===== src/rtl/slc_pkg.sv =====
package slc_pkg;

  typedef enum logic [2:0] {
    S_IDLE,
    S_LOAD,
    S_ARM,
    S_RAMPUP,
    S_FULL,
    S_RAMPDN
  } seq_state_e;

  typedef struct packed {
    logic capWord;
    logic loadNow;
    logic clrMin;
    logic rampUp;
    logic rampDn;
  } ctrl_strobe_t;

endpackage


===== src/rtl/slc_sync.sv =====
module slc_sync #(
  parameter int WIDTH  = 3,
  parameter int STAGES = 2
) (
  input  logic             clk,
  input  logic             rstN,
  input  logic [WIDTH-1:0] din,
  output logic [WIDTH-1:0] dout
);

  logic [WIDTH-1:0] chain [STAGES];

  always_ff @(posedge clk or negedge rstN) begin
    if (!rstN) chain[0] <= '0;
    else       chain[0] <= din;
  end

  for (genvar g = 1; g < STAGES; g++) begin : g_stage
    always_ff @(posedge clk or negedge rstN) begin
      if (!rstN) chain[g] <= '0;
      else       chain[g] <= chain[g-1];
    end
  end

  assign dout = chain[STAGES-1];

endmodule


===== src/rtl/slc_datapath.sv =====
module slc_datapath
  import slc_pkg::*;
#(
  parameter int          WORD_W     = 8,
  parameter int          RAMP_STEPS = 4,
  parameter logic [1:0]  TX_CODE    = 2'b10,
  localparam int         RAMP_W     = $clog2(RAMP_STEPS + 1)
) (
  input  logic              clk,
  input  logic              rstN,
  input  logic              serClkRaw,
  input  logic              loadLineRaw,
  input  logic              serDataRaw,
  input  logic              cmpTick,
  input  ctrl_strobe_t      strb,
  output logic              toggleHi,
  output logic              clkFall,
  output logic              minMet,
  output logic              pendTx,
  output logic              rampTop,
  output logic              rampZero,
  output logic [WORD_W-1:0] ctrlReg,
  output logic [RAMP_W-1:0] rampLevel
);

  localparam logic [RAMP_W-1:0] RAMP_LAST = RAMP_W'(RAMP_STEPS);

  logic [2:0]        syncd;
  logic              clkS, loadS, dataS;
  logic              clkPrev, loadPrev;
  logic              clkRise;
  logic [WORD_W-1:0] shiftReg, pendWord;

  slc_sync #(.WIDTH(3), .STAGES(2)) u_sync (
    .clk  (clk),
    .rstN (rstN),
    .din  ({serClkRaw, loadLineRaw, serDataRaw}),
    .dout (syncd)
  );

  assign {clkS, loadS, dataS} = syncd;

  always_ff @(posedge clk or negedge rstN) begin
    if (!rstN) begin
      clkPrev  <= 1'b0;
      loadPrev <= 1'b0;
    end else begin
      clkPrev  <= clkS;
      loadPrev <= loadS;
    end
  end

  assign clkRise  = clkS & ~clkPrev;
  assign clkFall  = ~clkS & clkPrev;
  assign toggleHi = (loadS ^ loadPrev) & clkS;

  // serial shift, first bit ends in the MSB
  always_ff @(posedge clk or negedge rstN) begin
    if (!rstN)        shiftReg <= '0;
    else if (clkRise) shiftReg <= {shiftReg[WORD_W-2:0], dataS};
  end

  always_ff @(posedge clk or negedge rstN) begin
    if (!rstN)             pendWord <= '0;
    else if (strb.capWord) pendWord <= shiftReg;
  end

  always_ff @(posedge clk or negedge rstN) begin
    if (!rstN)             ctrlReg <= '0;
    else if (strb.loadNow) ctrlReg <= pendWord;
  end

  assign pendTx = (pendWord[WORD_W-1 -: 2] == TX_CODE);

  // minimum time after load: one comparison tick
  always_ff @(posedge clk or negedge rstN) begin
    if (!rstN)            minMet <= 1'b0;
    else if (strb.clrMin) minMet <= 1'b0;
    else if (cmpTick)     minMet <= 1'b1;
  end

  assign rampTop  = (rampLevel == RAMP_LAST);
  assign rampZero = (rampLevel == '0);

  always_ff @(posedge clk or negedge rstN) begin
    if (!rstN)
      rampLevel <= '0;
    else if (cmpTick && strb.rampUp && !rampTop)
      rampLevel <= rampLevel + 1'b1;
    else if (cmpTick && strb.rampDn && !rampZero)
      rampLevel <= rampLevel - 1'b1;
  end

  // the ramp only moves on a comparison tick
  a_r7_step_on_tick: assert property (@(posedge clk) disable iff (!rstN)
    (rampLevel != $past(rampLevel)) |-> $past(cmpTick));

  // the active word holds unless a load strobe was issued
  a_r4_word_holds: assert property (@(posedge clk) disable iff (!rstN)
    !strb.loadNow |=> $stable(ctrlReg));

endmodule


===== src/rtl/slc_control.sv =====
module slc_control
  import slc_pkg::*;
(
  input  logic         clk,
  input  logic         rstN,
  input  logic         toggleHi,
  input  logic         clkFall,
  input  logic         minMet,
  input  logic         pendTx,
  input  logic         rampTop,
  input  logic         rampZero,
  input  logic         lockDet,
  output ctrl_strobe_t strb,
  output logic         tmgViol
);

  seq_state_e st, nxt;
  logic       fallSeen;

  always_ff @(posedge clk or negedge rstN) begin
    if (!rstN) st <= S_IDLE;
    else       st <= nxt;
  end

  always_ff @(posedge clk or negedge rstN) begin
    if (!rstN)                       fallSeen <= 1'b0;
    else if (st == S_LOAD)           fallSeen <= 1'b0;
    else if (st == S_ARM && clkFall) fallSeen <= 1'b1;
  end

  always_comb begin
    nxt     = st;
    strb    = '0;
    tmgViol = 1'b0;
    unique case (st)
      S_IDLE: begin
        if (toggleHi) begin
          strb.capWord = 1'b1;
          nxt          = S_LOAD;
        end
      end
      S_LOAD: begin
        strb.loadNow = 1'b1;
        strb.clrMin  = 1'b1;
        nxt          = pendTx ? S_ARM : S_IDLE;
      end
      S_ARM: begin
        tmgViol = clkFall && !minMet;
        if (toggleHi) begin
          strb.capWord = 1'b1;
          nxt          = S_LOAD;
        end else if ((fallSeen || clkFall) && minMet && lockDet) begin
          nxt = S_RAMPUP;
        end
      end
      S_RAMPUP: begin
        strb.rampUp = 1'b1;
        if (toggleHi) begin
          strb.capWord = 1'b1;
          nxt          = S_RAMPDN;
        end else if (rampTop) begin
          nxt = S_FULL;
        end
      end
      S_FULL: begin
        if (toggleHi) begin
          strb.capWord = 1'b1;
          nxt          = S_RAMPDN;
        end
      end
      S_RAMPDN: begin
        strb.rampDn = 1'b1;
        if (rampZero) nxt = S_LOAD;
      end
      default: nxt = S_IDLE;
    endcase
  end

  // ramp-up is entered only with lock and a seen serial-clock fall
  a_r6_lock_before_ramp: assert property (@(posedge clk) disable iff (!rstN)
    (st == S_RAMPUP && $past(st) == S_ARM) |-> ($past(lockDet) && $past(fallSeen || clkFall)));

  // a load is never issued while the amplifier is above zero
  a_r9_load_at_zero: assert property (@(posedge clk) disable iff (!rstN)
    strb.loadNow |-> rampZero);

  // the violation flag never fires once the minimum time is met
  a_r8_flag_only_early: assert property (@(posedge clk) disable iff (!rstN)
    tmgViol |-> !minMet);

endmodule


===== src/rtl/serial_ctrl_loader.sv =====
module serial_ctrl_loader
  import slc_pkg::*;
#(
  parameter int         WORD_W     = 8,
  parameter int         RAMP_STEPS = 4,
  parameter logic [1:0] TX_CODE    = 2'b10,
  localparam int        RAMP_W     = $clog2(RAMP_STEPS + 1)
) (
  input  logic              clk,
  input  logic              rstN,
  input  logic              serClk,
  input  logic              loadLine,
  input  logic              serData,
  input  logic              lockDet,
  input  logic              cmpTick,
  output logic [WORD_W-1:0] ctrlWord,
  output logic              loadPulse,
  output logic              paEn,
  output logic [RAMP_W-1:0] rampLevel,
  output logic              tmgViol
);

  ctrl_strobe_t strb;
  logic toggleHi, clkFall, minMet, pendTx, rampTop, rampZero;

  slc_datapath #(
    .WORD_W     (WORD_W),
    .RAMP_STEPS (RAMP_STEPS),
    .TX_CODE    (TX_CODE)
  ) u_dp (
    .clk         (clk),
    .rstN        (rstN),
    .serClkRaw   (serClk),
    .loadLineRaw (loadLine),
    .serDataRaw  (serData),
    .cmpTick     (cmpTick),
    .strb        (strb),
    .toggleHi    (toggleHi),
    .clkFall     (clkFall),
    .minMet      (minMet),
    .pendTx      (pendTx),
    .rampTop     (rampTop),
    .rampZero    (rampZero),
    .ctrlReg     (ctrlWord),
    .rampLevel   (rampLevel)
  );

  slc_control u_ctl (
    .clk      (clk),
    .rstN     (rstN),
    .toggleHi (toggleHi),
    .clkFall  (clkFall),
    .minMet   (minMet),
    .pendTx   (pendTx),
    .rampTop  (rampTop),
    .rampZero (rampZero),
    .lockDet  (lockDet),
    .strb     (strb),
    .tmgViol  (tmgViol)
  );

  assign loadPulse = strb.loadNow;
  assign paEn      = rampTop;

  // full enable never coexists with a load pulse
  a_r7_no_load_when_on: assert property (@(posedge clk) disable iff (!rstN)
    paEn |-> !loadPulse);

endmodule


===== config.mk =====
export PLATFORM = sky130hd
export DESIGN_NAME = serial_ctrl_loader
export DESIGN_NICKNAME = d
export VERILOG_FILES = /design/src/rtl/slc_pkg.sv /design/src/rtl/slc_sync.sv /design/src/rtl/slc_datapath.sv /design/src/rtl/slc_control.sv /design/src/rtl/serial_ctrl_loader.sv
export SDC_FILE = /design/constraint.sdc
export NUM_CORES = 1
export LEC_CHECK = 0
export CAP_MARGIN = 30
export CORE_MARGIN = 2
export CORE_UTILIZATION = 49
export CTS_BUF_LIST = sky130_fd_sc_hd__clkbuf_8 sky130_fd_sc_hd__clkbuf_16
export CTS_CLUSTER_SIZE = 24
export DETAILED_ROUTE_END_ITERATION = 8
export PLACE_DENSITY = 0.8
export REMOVE_ABC_BUFFERS = 1
export SLEW_MARGIN = 25
export SYNTH_ARGS = -nofsm -noshare
export SYNTH_HDL_FRONTEND = slang
export SYNTH_HIERARCHICAL = 1
export SYNTH_SLANG_ARGS = --single-unit
export TNS_END_PERCENT = 10

===== constraint.sdc =====
create_clock -name clk -period 1.6 [get_ports clk]
set_input_delay 0.48 -clock clk [delete_from_list [all_inputs] [get_ports clk]]
set_output_delay 0.48 -clock clk [all_outputs]
set_load 0.02 [all_outputs]

# == Word level (Yosys, flattened, before mapping) ==
# Index checks and enable logic that the tools add are counted.
# classes
n_addsub,2
eq_ne,12
n_mux,21
n_bitwise,6
reduce_logical,19
# op_table
operator,n
3-bit two-way mux,9
3-bit one-hot mux with 6 select lines,1
"3-bit == test, second input constant",3
1-bit two-way mux,9
1-bit logical AND,8
"3-bit by 2-bit == test with 1-bit output, second input constant",2
3-bit logical NOT,2
"2-bit != test, second input constant",3
"3-bit != test, second input constant",2
2-bit nonzero test,3
5-bit AND reduction,1
2-bit two-way mux,2
4-bit OR reduction,1
"3-bit by 1-bit adder with 3-bit output, second input constant",1
1-bit bitwise AND,3
"3-bit by 1-bit == test with 1-bit output, second input constant",1
1-bit logical NOT,3
"3-bit by 1-bit subtractor with 3-bit output, second input constant",1
"2-bit == test, second input constant",1
1-bit NOT,2
1-bit logical OR,1
1-bit XOR,1
# word_totals
ff_bits,40
in_bits,7

# == Logic depth before layout (Yosys ltp) ==
# Gate-level depths: netlist of the first run.
# depth
ltp_word,8
depth_mapped,7

# == Cells and area by module ==
# Netlist of the first run, hierarchy kept.
# modules_own_cells
mod,n_inst,cells_per_inst,area_per_inst_um2
slc_datapath,1,85,1238.7
slc_control,1,43,346.6
slc_sync,1,9,172.7

# == Least setup slack after synthesis of the first run ==
# OpenSTA, ideal clock, no wires.
# synth_timing
path_kind,flip-flop to flip-flop
startpoint,reg u_dp.rampLevel[2]
endpoint,reg u_dp.rampLevel[2]
arrival_ns,1.800
slack_ns,-0.278
stages_incl_launch_ff,7
n_path_buf,0
period_less_slack_ns,1.878
cell_sequence,dfrtp_1 -> nor3b_2 -> nand3b_1 -> fa_1 -> and4bb_1 -> o21ai_0 -> a21oi_1
# synth_via
elab_chain_len,4
# synth_rtl
item,line,rtl
start: declaration,slc_datapath.sv:23,output logic [RAMP_W-1:0] rampLevel
start signal: assignment,slc_datapath.sv:89,rampLevel <= rampLevel + 1'b1;
start signal: assignment,slc_datapath.sv:91,rampLevel <= rampLevel - 1'b1;
3-bit == test (*),slc_datapath.sv:82,assign rampTop = (rampLevel == RAMP_LAST);
net paEn,serial_ctrl_loader.sv:18,"output logic paEn,"
1-bit logical NOT (*),slc_datapath.sv:88,else if (cmpTick && strb.rampUp && !rampTop)
1-bit logical AND (*),slc_datapath.sv:88,
3-bit two-way mux / 2-bit nonzero test (equally long branches),n/a,
# Mark *: on every way through the listed nets, which the timed path passes. The rest lies on a longest branch. The select of a mux whose other input is x is not followed.
# A chain may end at the register's enable or synchronous reset.

==> metrics, run 1 <==
result of the run finished, violations left; failing checks negative setup slack; Net Sw Frac 0.324; worst clock skew 0.00573 ns; first-pass GRT wire length 5490 um; Max Cap Violations 0; most common cell after layout, fill and taps aside dfrtp_1; top cells by area, synth dfrtp_1 (57%), mux2_1 (11%), mux2_2 (4.5%), buf_4 (2.1%), nand2_1 (1.7%); area share of the largest cell type after synthesis 0.569; crit path max fanout 4; drt first pass iters 4; CP Data Arrival Time 1.95 ns; Main synth FF type dfrtp_1; Hold Crit Class primary input to async pin; final hold violations 0; maximum clock frequency 0.562 GHz; post-synthesis mux area share 0.174; # IOs 21; root buffer cell clkbuf_8; WS Path Type register to register; Seq pwr share 0.414; initial antenna violation count 0; Layout Nets 183; Worst setup startpoint u_ctl/st[2]; Leak 1.03 nW; largest net degree at the start of global routing 26; Setup crit end kind register; vias in the first global route 1190; Clock Latency Late Sink 0.29 ns; clk slew on worst S/H paths 0.08 ns; Clock Power Share 0.216; met3 Track Usage GR 0.0370; Overall Global Routing Usage 0.179; Core Area 0.00339 mm2; Post-synth EDFFs 0; main combinational cell family by area after synthesis multiplexers; routed vias 1150; Async S/R FF share, synth 1.00; GRT overflow 0; Synth Area in Simple Gates 0.115; die width 63.9 um; met1 usage 0.224; crit path buf inv count 2; Max stage delay on crit path 0.41 ns; PwrDens 1670 mW/mm2; synth unique cells 37; Sw Pwr 1.20 mW; Comb power frac 0.370; Setup Buffers After CTS 0; iteration-0 DRC count of the detailed router 32; Clock Path Buffers 2; Post-DP HPWL 2320 um; Seq cells post-synth 40; drc violations 0; post-synthesis sequential area ratio 0.569; CTS tree built; flop2flop setup slack -0.18 ns; Reg2Reg Launch Point u_ctl/st[2]; final setup fails 8; Place WS -0.421 ns; Tcrit/Tclk final 1.11; synth-to-layout area growth 26.9%; Finished Layout Cells 222; Register-to-Register Path Depth 8; crit-path leading delay family simple AND/OR/NAND/NOR gates; M2 GR Usage 0.288; cells along the critical path buf_6 -> nand3b_1 -> inv_1 -> nand3b_1 -> fa_2 -> nand4b_1 -> mux2i_1 -> a21oi_1; CP dominant cell by count nand3b_1; Avg Cell Area, Syn 12.8 um2; Worst Tran Pin Value 0.405 ns; Synth area leader dfrtp_1; internal power 2.52 mW; total wire length 3140 um; VDD IR max 0.857 mV; Rel. slew slack 0.730; clk sinks 40; antenna cells 0; Synth Area in Adders 0.0114; most frequent cells in the layout dfrtp_1 (40), buf_4 (20), mux2_1 (17); Pins Over Slew Limit 0; routed wire length per instance 14.1 um; RSZ-0062 raised after global routing yes; CP max-delay cell dfrtp_1; GR peak layer met2; final core utilization 0.658; total CTS buffers 5; num rows 21; fraction of layout instances using a drive strength above 1 0.307; post-route ant nets 0; Fillers 257; DIE AREA 0.00408 mm2; complex-gate fraction of the synthesized area 0.0797; DR vias/cell 5.18; Port Buffer Count 20; element type at the critical path start register; Cells after Synth 137; Die Ht 63.9 um; synth warn 6; Worst R2R End u_dp/rampLevel[2]; Required @ worst endpoint 1.78 ns; htree depth 2; Final GP Congestion 0.818; Post-Place Cells 214; Netlist Area Pre-Place 0.00176 mm2; worst setup margin -0.178 ns; Initial Utilization 0.519; hold buffer count at CTS 0; Post-Synth XOR/XNOR Area 0.00498; Final Critical Period 1.78 ns
[synthesized netlist by cell type, types with 4 or more instances]
library cell / count
a21oi_1: 4
buf_2: 4
buf_4: 5
dfrtp_1: 40
mux2_1: 17
mux2_2: 7
nand2_1: 8
nor2_1: 8
o21ai_0: 5
[metrics by stage]
stage                     instance area [um2]  hold slack [ns]  power (mW)  TNS [ns]
final                                    2230            0.111        3.72    -0.732
after global routing                     2230            0.132        3.95     -1.66
after detailed placement                 2120            0.339        3.01     -2.18
after floorplan                          1690            0.184        2.33     -3.34
after CTS                                2230            0.116        3.76    -0.989
after global placement                   2120            0.333        2.93     -1.92
[flip-flops by register name (all words and copies together) (netlist names)]
register / count
u_ctl/st: 3
u_dp/minMet: 1
u_dp/loadPrev: 1
u_dp/ctrlReg: 8
u_dp/shiftReg: 8
u_dp/u_sync/chain: 3
u_ctl/fallSeen: 1
u_dp/clkPrev: 1
u_dp/pendWord: 8
u_dp/rampLevel: 3
u_dp/u_sync/dout: 3
[routing by layer]
metal,part of all wire,wire length [um]
met3,0.028,87
met5,0,0
met2,0.52,1630
met4,0.024,75
met1,0.43,1340
[how the worst max path moves through the flow]
stage	to	slack, ns	depth (start not counted)
finish	u_dp/rampLevel[2]	-0.18	8
global route	u_dp/rampLevel[2]	-0.29	8
CTS	u_dp/rampLevel[2]	-0.17	8
detailed placement	u_dp/rampLevel[2]	-0.42	6
global placement	u_dp/rampLevel[2]	-0.37	6
floorplan	u_dp/ctrlReg[2]	-0.28	3
[layout make-up]
type / count / area, um2 / area share
Timing Repair Buffer: 41 / 360 / 0.162
Clock buffer: 5 / 68.8 / 0.0308
Sequential cell: 40 / 1000 / 0.449
Inverter: 3 / 11.3 / 0.00505
Tap cell: 46 / 57.6 / 0.0258
Clock inverter: 3 / 42.5 / 0.0191
Multi-Input combinational cell: 84 / 689 / 0.309
[power by group through the flow]
stage	logic (mW)	registers, mW	clock network [mW]
floorplan	0.618	1.71	0
global placement	1.39	1.54	0
detailed placement	1.45	1.56	0
CTS	1.40	1.54	0.828
global route	1.50	1.58	0.869
finish	1.38	1.54	0.805
[cells by family (layout without fill, tap and decap cells)]
group,Yosys count,in the layout
mux,27,27
compound gates,20,20
fa+ha+maj,1,1
flops,40,40
xor+xnor,1,1
simple gates,35,35
buf+inv,13,52
[what timing repair did]
| action | 4_1_cts | 5_1_grt |
|---|---|---|
| gates cloned | 0 | 0 |
| pin swaps | 1 | 0 |
| resized for setup | 32 | 4 |
| setup endpoints to repair | 20 | 14 |
No activity file was read; power rests on OpenSTA's default activity.
==> inputs of run 2 (changes only) <==
==> constraint.sdc (replaced) <==
create_clock -name clk -period 1.6 [get_ports clk]
set_input_delay 0.32 -clock clk [delete_from_list [all_inputs] [get_ports clk]]
set_output_delay 0.32 -clock clk [all_outputs]
set_load 0.02 [all_outputs]
==> run 2 against run 1 <==
  * Largest cell class unchanged
  * Largest power group is now combinational logic
  * Maximum frequency shrank 1.3%
  * The run still ends with negative setup slack left
  * First-iteration DRC count grew 47%
  * Core utilization grew 4.2 points
  * Combinational power grew 18%
  * Hold slack gained 0.24 ns
  * Critical path depth is the same
==> metrics, run 2 (synthesized netlist as in run 1, its figures left out) <==
result of the run finished, violations left; failing checks negative setup slack; vias in the first global route 1307 (+9.8%); Overall Global Routing Usage 0.199 (+0.0200); Pins Over Slew Limit 0 (unchanged); first-pass GRT wire length 6020 um (+9.8%); post-route ant nets 0 (unchanged); Rel. slew slack 0.677 (-0.0532); Worst R2R End u_dp/rampLevel[2]; antenna cells 0 (unchanged); fraction of layout instances using a drive strength above 1 0.369 (+0.0622); Clock Path Buffers 2 (unchanged); Largest regs u_dp/ctrlReg: 8 flops, u_dp/pendWord: 8 flops, u_dp/shiftReg: 8 flops; most frequent cells in the layout dfrtp_1 (40), buf_4 (26), mux2_1 (16); synth-to-layout area growth 34.9%; worst clock skew 0.00719 ns (+0.00146 ns); maximum clock frequency 0.555 GHz (-1.3%); Port Buffer Count 20 (unchanged); clk slew on worst S/H paths 0.08 ns (about the same); die width 63.9 um (unchanged); routed wire length per instance 16.3 um (+15%); Tcrit/Tclk final 1.13 (+0.0145); total wire length 3810 um (+21%); final hold violations 0 (unchanged); routed vias 1225 (+6.5%); Initial Utilization 0.519 (unchanged); PwrDens 1630 mW/mm2 (-2.0%); Clock Latency Late Sink 0.29 ns (about the same); iteration-0 DRC count of the detailed router 47 (+47%); Pwr Total 3.88 mW (+4.2%); total negative setup slack -0.531 ns (+0.201 ns); worst setup margin -0.201 ns (-0.0232 ns); Core Area 0.00339 mm2 (unchanged); WHS Path Cells 0; Layout Nets 194 (+6.0%); total CTS buffers 5 (unchanged); crit path max fanout 4 (unchanged); Register-to-Register Path Depth 8 (unchanged); root buffer cell clkbuf_8; Final GP Congestion 0.782 (-4.5%); DR vias/cell 5.26 (+1.5%); Required @ worst endpoint 1.82 ns (+0.04 ns); hold_sp u_dp/u_sync/chain[4]; drc violations 0 (unchanged); # IOs 21 (unchanged); initial antenna violation count 0 (unchanged); Leak 1.15 nW (+11%); Max Cap Violations 0 (unchanged); Post-DP HPWL 2590 um (+12%); RSZ-0062 raised after global routing yes; htree depth 2 (unchanged); element type at the critical path start register; Fillers 211 (-18%); CTS tree built; Die Ht 63.9 um (unchanged); VDD IR max 1.10 mV (+28%); Hold Path End u_dp/u_sync/dout[1]; largest net degree at the start of global routing 22 (-15%); drt first pass iters 4 (unchanged); GRT overflow 0 (unchanged); flop2flop setup slack -0.20 ns (-0.02 ns); Final Critical Period 1.80 ns (+0.0232 ns); Hold Crit Class register to register; num rows 21 (unchanged); Setup crit end kind register; Reg2Reg Launch Point u_ctl/st[1]; final setup fails 7 (-1); DIE AREA 0.00408 mm2 (unchanged); CP Data Arrival Time 2.02 ns (+0.07 ns); Worst Tran Pin Value 0.485 ns (+0.0797 ns); most common cell after layout, fill and taps aside dfrtp_1; clk sinks 40 (unchanged); WS Path Type register to register
-- run 2: changes by cell type in the layout (fill, tap and decap cells not counted), moves of 2 or more --
cell / previous run / this run
dlygate4sd2_1: 10 / 1
clkdlybuf4s50_1: 5 / 8
inv_1: 3 / 1
inv_2: 0 / 2
buf_6: 2 / 5
dlymetal6s2s_1: 0 / 7
buf_4: 20 / 26
-- run 2: layout make-up --
class,count,area (um2),share of cell area
Multi-Input combinational cell,84,732,0.309
Inverter,3,11.3,0.00475
Tap cell,46,57.6,0.0243
Timing Repair Buffer,52,473,0.199
Clock inverter,2,15.0,0.00633
Sequential cell,40,1000,0.422
Clock buffer,6,82.6,0.0348
-- run 2: layer usage --
layer	up-vias	track usage	routed length, um
met3	14	0.0440	102
li1	570	-	-
met4	0	0.128	150
met2	24	0.352	2100
met1	617	0.211	1460
met5	-	0	0
-- run 2: how the worst max path moves through the flow --
stage / from / to / slack [ns] / cells past startpoint
2_1_floorplan: u_ctl/st[0] / u_dp/ctrlReg[2] / -0.28 / 3
3_3_place_gp: cmpTick / u_dp/rampLevel[2] / -0.18 / 6
3_5_place_dp: cmpTick / u_dp/rampLevel[2] / -0.33 / 6
4_1_cts: u_ctl/st[2] / u_dp/rampLevel[2] / -0.18 / 7
5_1_grt: u_ctl/st[1] / u_dp/rampLevel[2] / -0.28 / 8
6_report: u_ctl/st[1] / u_dp/rampLevel[2] / -0.20 / 8
-- run 2: timing repair --
item,in CTS,in global routing
hold buffers,1,0
pin swaps,1,6
endpoints found under the setup margin,9,24
gates resized for setup,11,30
buffers inserted,3,2
endpoints found under the hold margin,20,0
-- run 2: power breakdown --
group          internal, mW  leakage [nW]  switching [mW]  total [mW]
Sequential             1.36         0.489           0.192        1.55
Combinational         0.866         0.620           0.762        1.63
Clock                 0.349        0.0434           0.352       0.700
-- run 2: stage by stage --
step	worst slack [ns]	instance area (um2)	util	cells	hold WS [ns]
after floorplan	-0.283	1690	-	127	0.0244
after global placement	-0.183	2150	0.634	219	0.291
after detailed placement	-0.330	2150	0.634	219	0.304
after CTS	-0.181	2290	0.675	231	0.357
after global routing	-0.278	2370	0.700	233	0.360
final	-0.201	2370	0.700	233	0.354
-- run 2: worst max-delay path: stages, from the launching register on --
cell,delay (ns)
dfrtp_1,0.41
buf_6,0.12
nand3b_1,0.11
inv_2,0.08
nand3b_1,0.11
fa_2,0.38
and4bb_1,0.29
o21ai_1,0.07
a21oi_1,0.15
==> inputs of run 3 (changes only) <==
--- a/config.mk
+++ b/config.mk
@@ -13,6 +13,7 @@
 export DETAILED_ROUTE_END_ITERATION = 8
 export PLACE_DENSITY = 0.8
 export REMOVE_ABC_BUFFERS = 1
+export SKIP_LAST_GASP = 1
 export SLEW_MARGIN = 25
 export SYNTH_ARGS = -nofsm -noshare
 export SYNTH_HDL_FRONTEND = slang
==> run 3 against run 2 <==
  * The run still ends with negative setup slack left
  * Register-to-register slack got worse by 0.03 ns
  * Final cell count unchanged
  * Combinational power decreased by 4%
  * Hold slack about the same
  * Count of clock-buffer cells in the layout unchanged
  * Worst setup slack got worse by 0.030 ns
  * Power decreased by 1.8%
  * Core utilization decreased by 1.5 points
  * Sequential power about the same
  * Global-route usage about the same
  * Sequential share of layout area increased by 0.93 points
  * Clock power decreased by 0.9%
  * Highest routed layer unchanged
==> metrics, run 3 (synthesized netlist as in run 1, its figures left out) <==
drt first pass iters 4 (unchanged); Setup crit end kind register; antenna cells 0 (unchanged); total CTS buffers 5 (unchanged); Port Buffer Count 20 (unchanged); most common cell after layout, fill and taps aside dfrtp_1; num rows 21 (unchanged); Sw Pwr 1.27 mW (-2.5%); result of the run finished, violations left; routed wire length per instance 15.8 um (-3.4%); Pwr Total 3.81 mW (-1.8%); Overall Global Routing Usage 0.199 (+0.000381); Rel. slew slack 0.671 (-0.00526); CTS tree built; Reg2Reg Launch Point u_ctl/st[2]; DR vias/cell 5.37 (+2.1%); fraction of layout instances using a drive strength above 1 0.326 (-0.0428); Tcrit/Tclk final 1.14 (+0.0189); WS Path Type register to register; Place WS -0.330 ns (unchanged); Max Cap Violations 0 (unchanged); first-pass GRT wire length 6040 um (+0.23%); clk slew on worst S/H paths 0.07 ns (about the same); maximum clock frequency 0.546 GHz (-1.7%); Leak 1.05 nW (-8.9%); CP dominant cell by count nand3b_1; VDD IR max 1.09 mV (-0.98%); Pins Over Slew Limit 0 (unchanged); synth-to-layout area growth 32.0%; failing checks negative setup slack; most frequent cells in the layout dfrtp_1 (40), buf_4 (28), mux2_1 (17); routed vias 1251 (+2.1%); CP Data Arrival Time 2.05 ns (+0.03 ns); worst setup margin -0.232 ns (-0.0303 ns); Final Critical Period 1.83 ns (+0.0303 ns); Post-DP HPWL 2590 um (unchanged); initial antenna violation count 0 (unchanged); # IOs 21 (unchanged); internal power 2.53 mW (-1.5%); final hold violations 0 (unchanged); htree depth 2 (unchanged); cells along the critical path nand3b_1 -> inv_2 -> nand3b_1 -> fa_2 -> and4bb_1 -> o21ai_1 -> a21oi_1; element type at the critical path start register; worst clock skew 0.00715 ns (-0.0000353 ns); final setup fails 11 (+4); die width 63.9 um (unchanged); Initial Utilization 0.519 (unchanged); vias in the first global route 1312 (+0.38%); Layout Nets 194 (unchanged); Finished Layout Cells 233 (unchanged); Post-Place Cells 219 (unchanged); Clock Power Share 0.182 (about the same); iteration-0 DRC count of the detailed router 85 (+81%); hold_sp u_dp/u_sync/chain[4]; crit path max fanout 4 (unchanged); CP max-delay cell dfrtp_1; Core Area 0.00339 mm2 (unchanged); Net Sw Frac 0.334 (-0.00223); RSZ-0062 raised after global routing yes; drc violations 0 (unchanged); Max stage delay on crit path 0.42 ns (about the same); Hold Crit Class register to register; post-route ant nets 0 (unchanged); Largest regs u_dp/ctrlReg: 8 flops, u_dp/pendWord: 8 flops, u_dp/shiftReg: 8 flops; root buffer cell clkbuf_8; Worst setup startpoint u_ctl/st[2]; DIE AREA 0.00408 mm2 (unchanged); Die Ht 63.9 um (unchanged); total wire length 3680 um (-3.4%); largest net degree at the start of global routing 22 (unchanged); Worst Tran Pin Value 0.493 ns (+0.00788 ns); Clock Path Buffers 2 (unchanged); Required @ worst endpoint 1.82 ns (about the same); total negative setup slack -1.23 ns (-0.703 ns); PwrDens 1640 mW/mm2 (+0.35%); GRT overflow 0 (unchanged); crit-path leading delay family simple AND/OR/NAND/NOR gates; clk sinks 40 (unchanged); Clock Latency Late Sink 0.29 ns (about the same); crit path buf inv count 1 (-1); Final GP Congestion 0.782 (unchanged); Comb power frac 0.411 (-0.009); Seq pwr share 0.407 (+0.007)
-- run 3: cell count changes in the layout (fill, tap and decap cells not counted), moves of 2 or more --
cell and delta:
dlymetal6s2s_1 -7, buf_6 -3, clkdlybuf4s50_1 +7, buf_4 +2
-- run 3: final timing paths --
kind | endpoint | slack, ns | cells after the start
worst max register to register | u_dp/rampLevel[2] | -0.23 | 7
worst max-delay path | u_dp/rampLevel[2] | -0.23 | 7
max in group asynchronous | u_dp/clkPrev | 0.61 | 3
min in group asynchronous | u_dp/ctrlReg[2] | 0.52 | 2
worst min register to register | u_dp/u_sync/dout[1] | 0.35 | 0
worst min-delay path | u_dp/u_sync/dout[1] | 0.35 | 0
-- run 3: power groups by stage --
| stage | combinational (mW) | sequential (mW) | clock, mW |
|---|---|---|---|
| floorplan | 0.618 | 1.71 | 0 |
| finish | 1.56 | 1.55 | 0.694 |
| global route | 1.66 | 1.60 | 0.764 |
| CTS | 1.51 | 1.55 | 0.714 |
| global placement | 1.41 | 1.54 | 0 |
| detailed placement | 1.48 | 1.57 | 0 |
-- run 3: cell type report --
class / count / area [um2]
timing repair buffer: 52 / 457
clock buffer: 6 / 82.6
inverter: 3 / 11.3
multi-input combinational: 84 / 697
fill: 220 / 1070
sequential: 40 / 1000
tap: 46 / 57.6
clock inverter: 2 / 15.0
-- run 3: per-stage QoR --
stage           util  hold WS (ns)  cell area, um2
2_1_floorplan      -        0.0244            1690
3_3_place_gp   0.634         0.291            2150
3_5_place_dp   0.634         0.304            2150
4_1_cts        0.675         0.357            2290
5_1_grt        0.685         0.360            2320
6_report       0.685         0.354            2320
-- run 3: timing repair --
| action | in CTS | in global routing |
|---|---|---|
| endpoints found under the setup margin | 9 | 24 |
| endpoints found under the hold margin | 20 | 0 |
| hold buffers | 1 | 0 |
| pin swaps | 1 | 5 |
| buffers inserted | 3 | 2 |
| gates resized for setup | 10 | 6 |
-- run 3: metal layers --
layer,up-vias,GRT usage,share of wire
li1,572,-,-
met4,0,0.128,0.037
met2,33,0.353,0.54
met5,-,0,0
met3,14,0.0440,0.030
met1,632,0.211,0.39
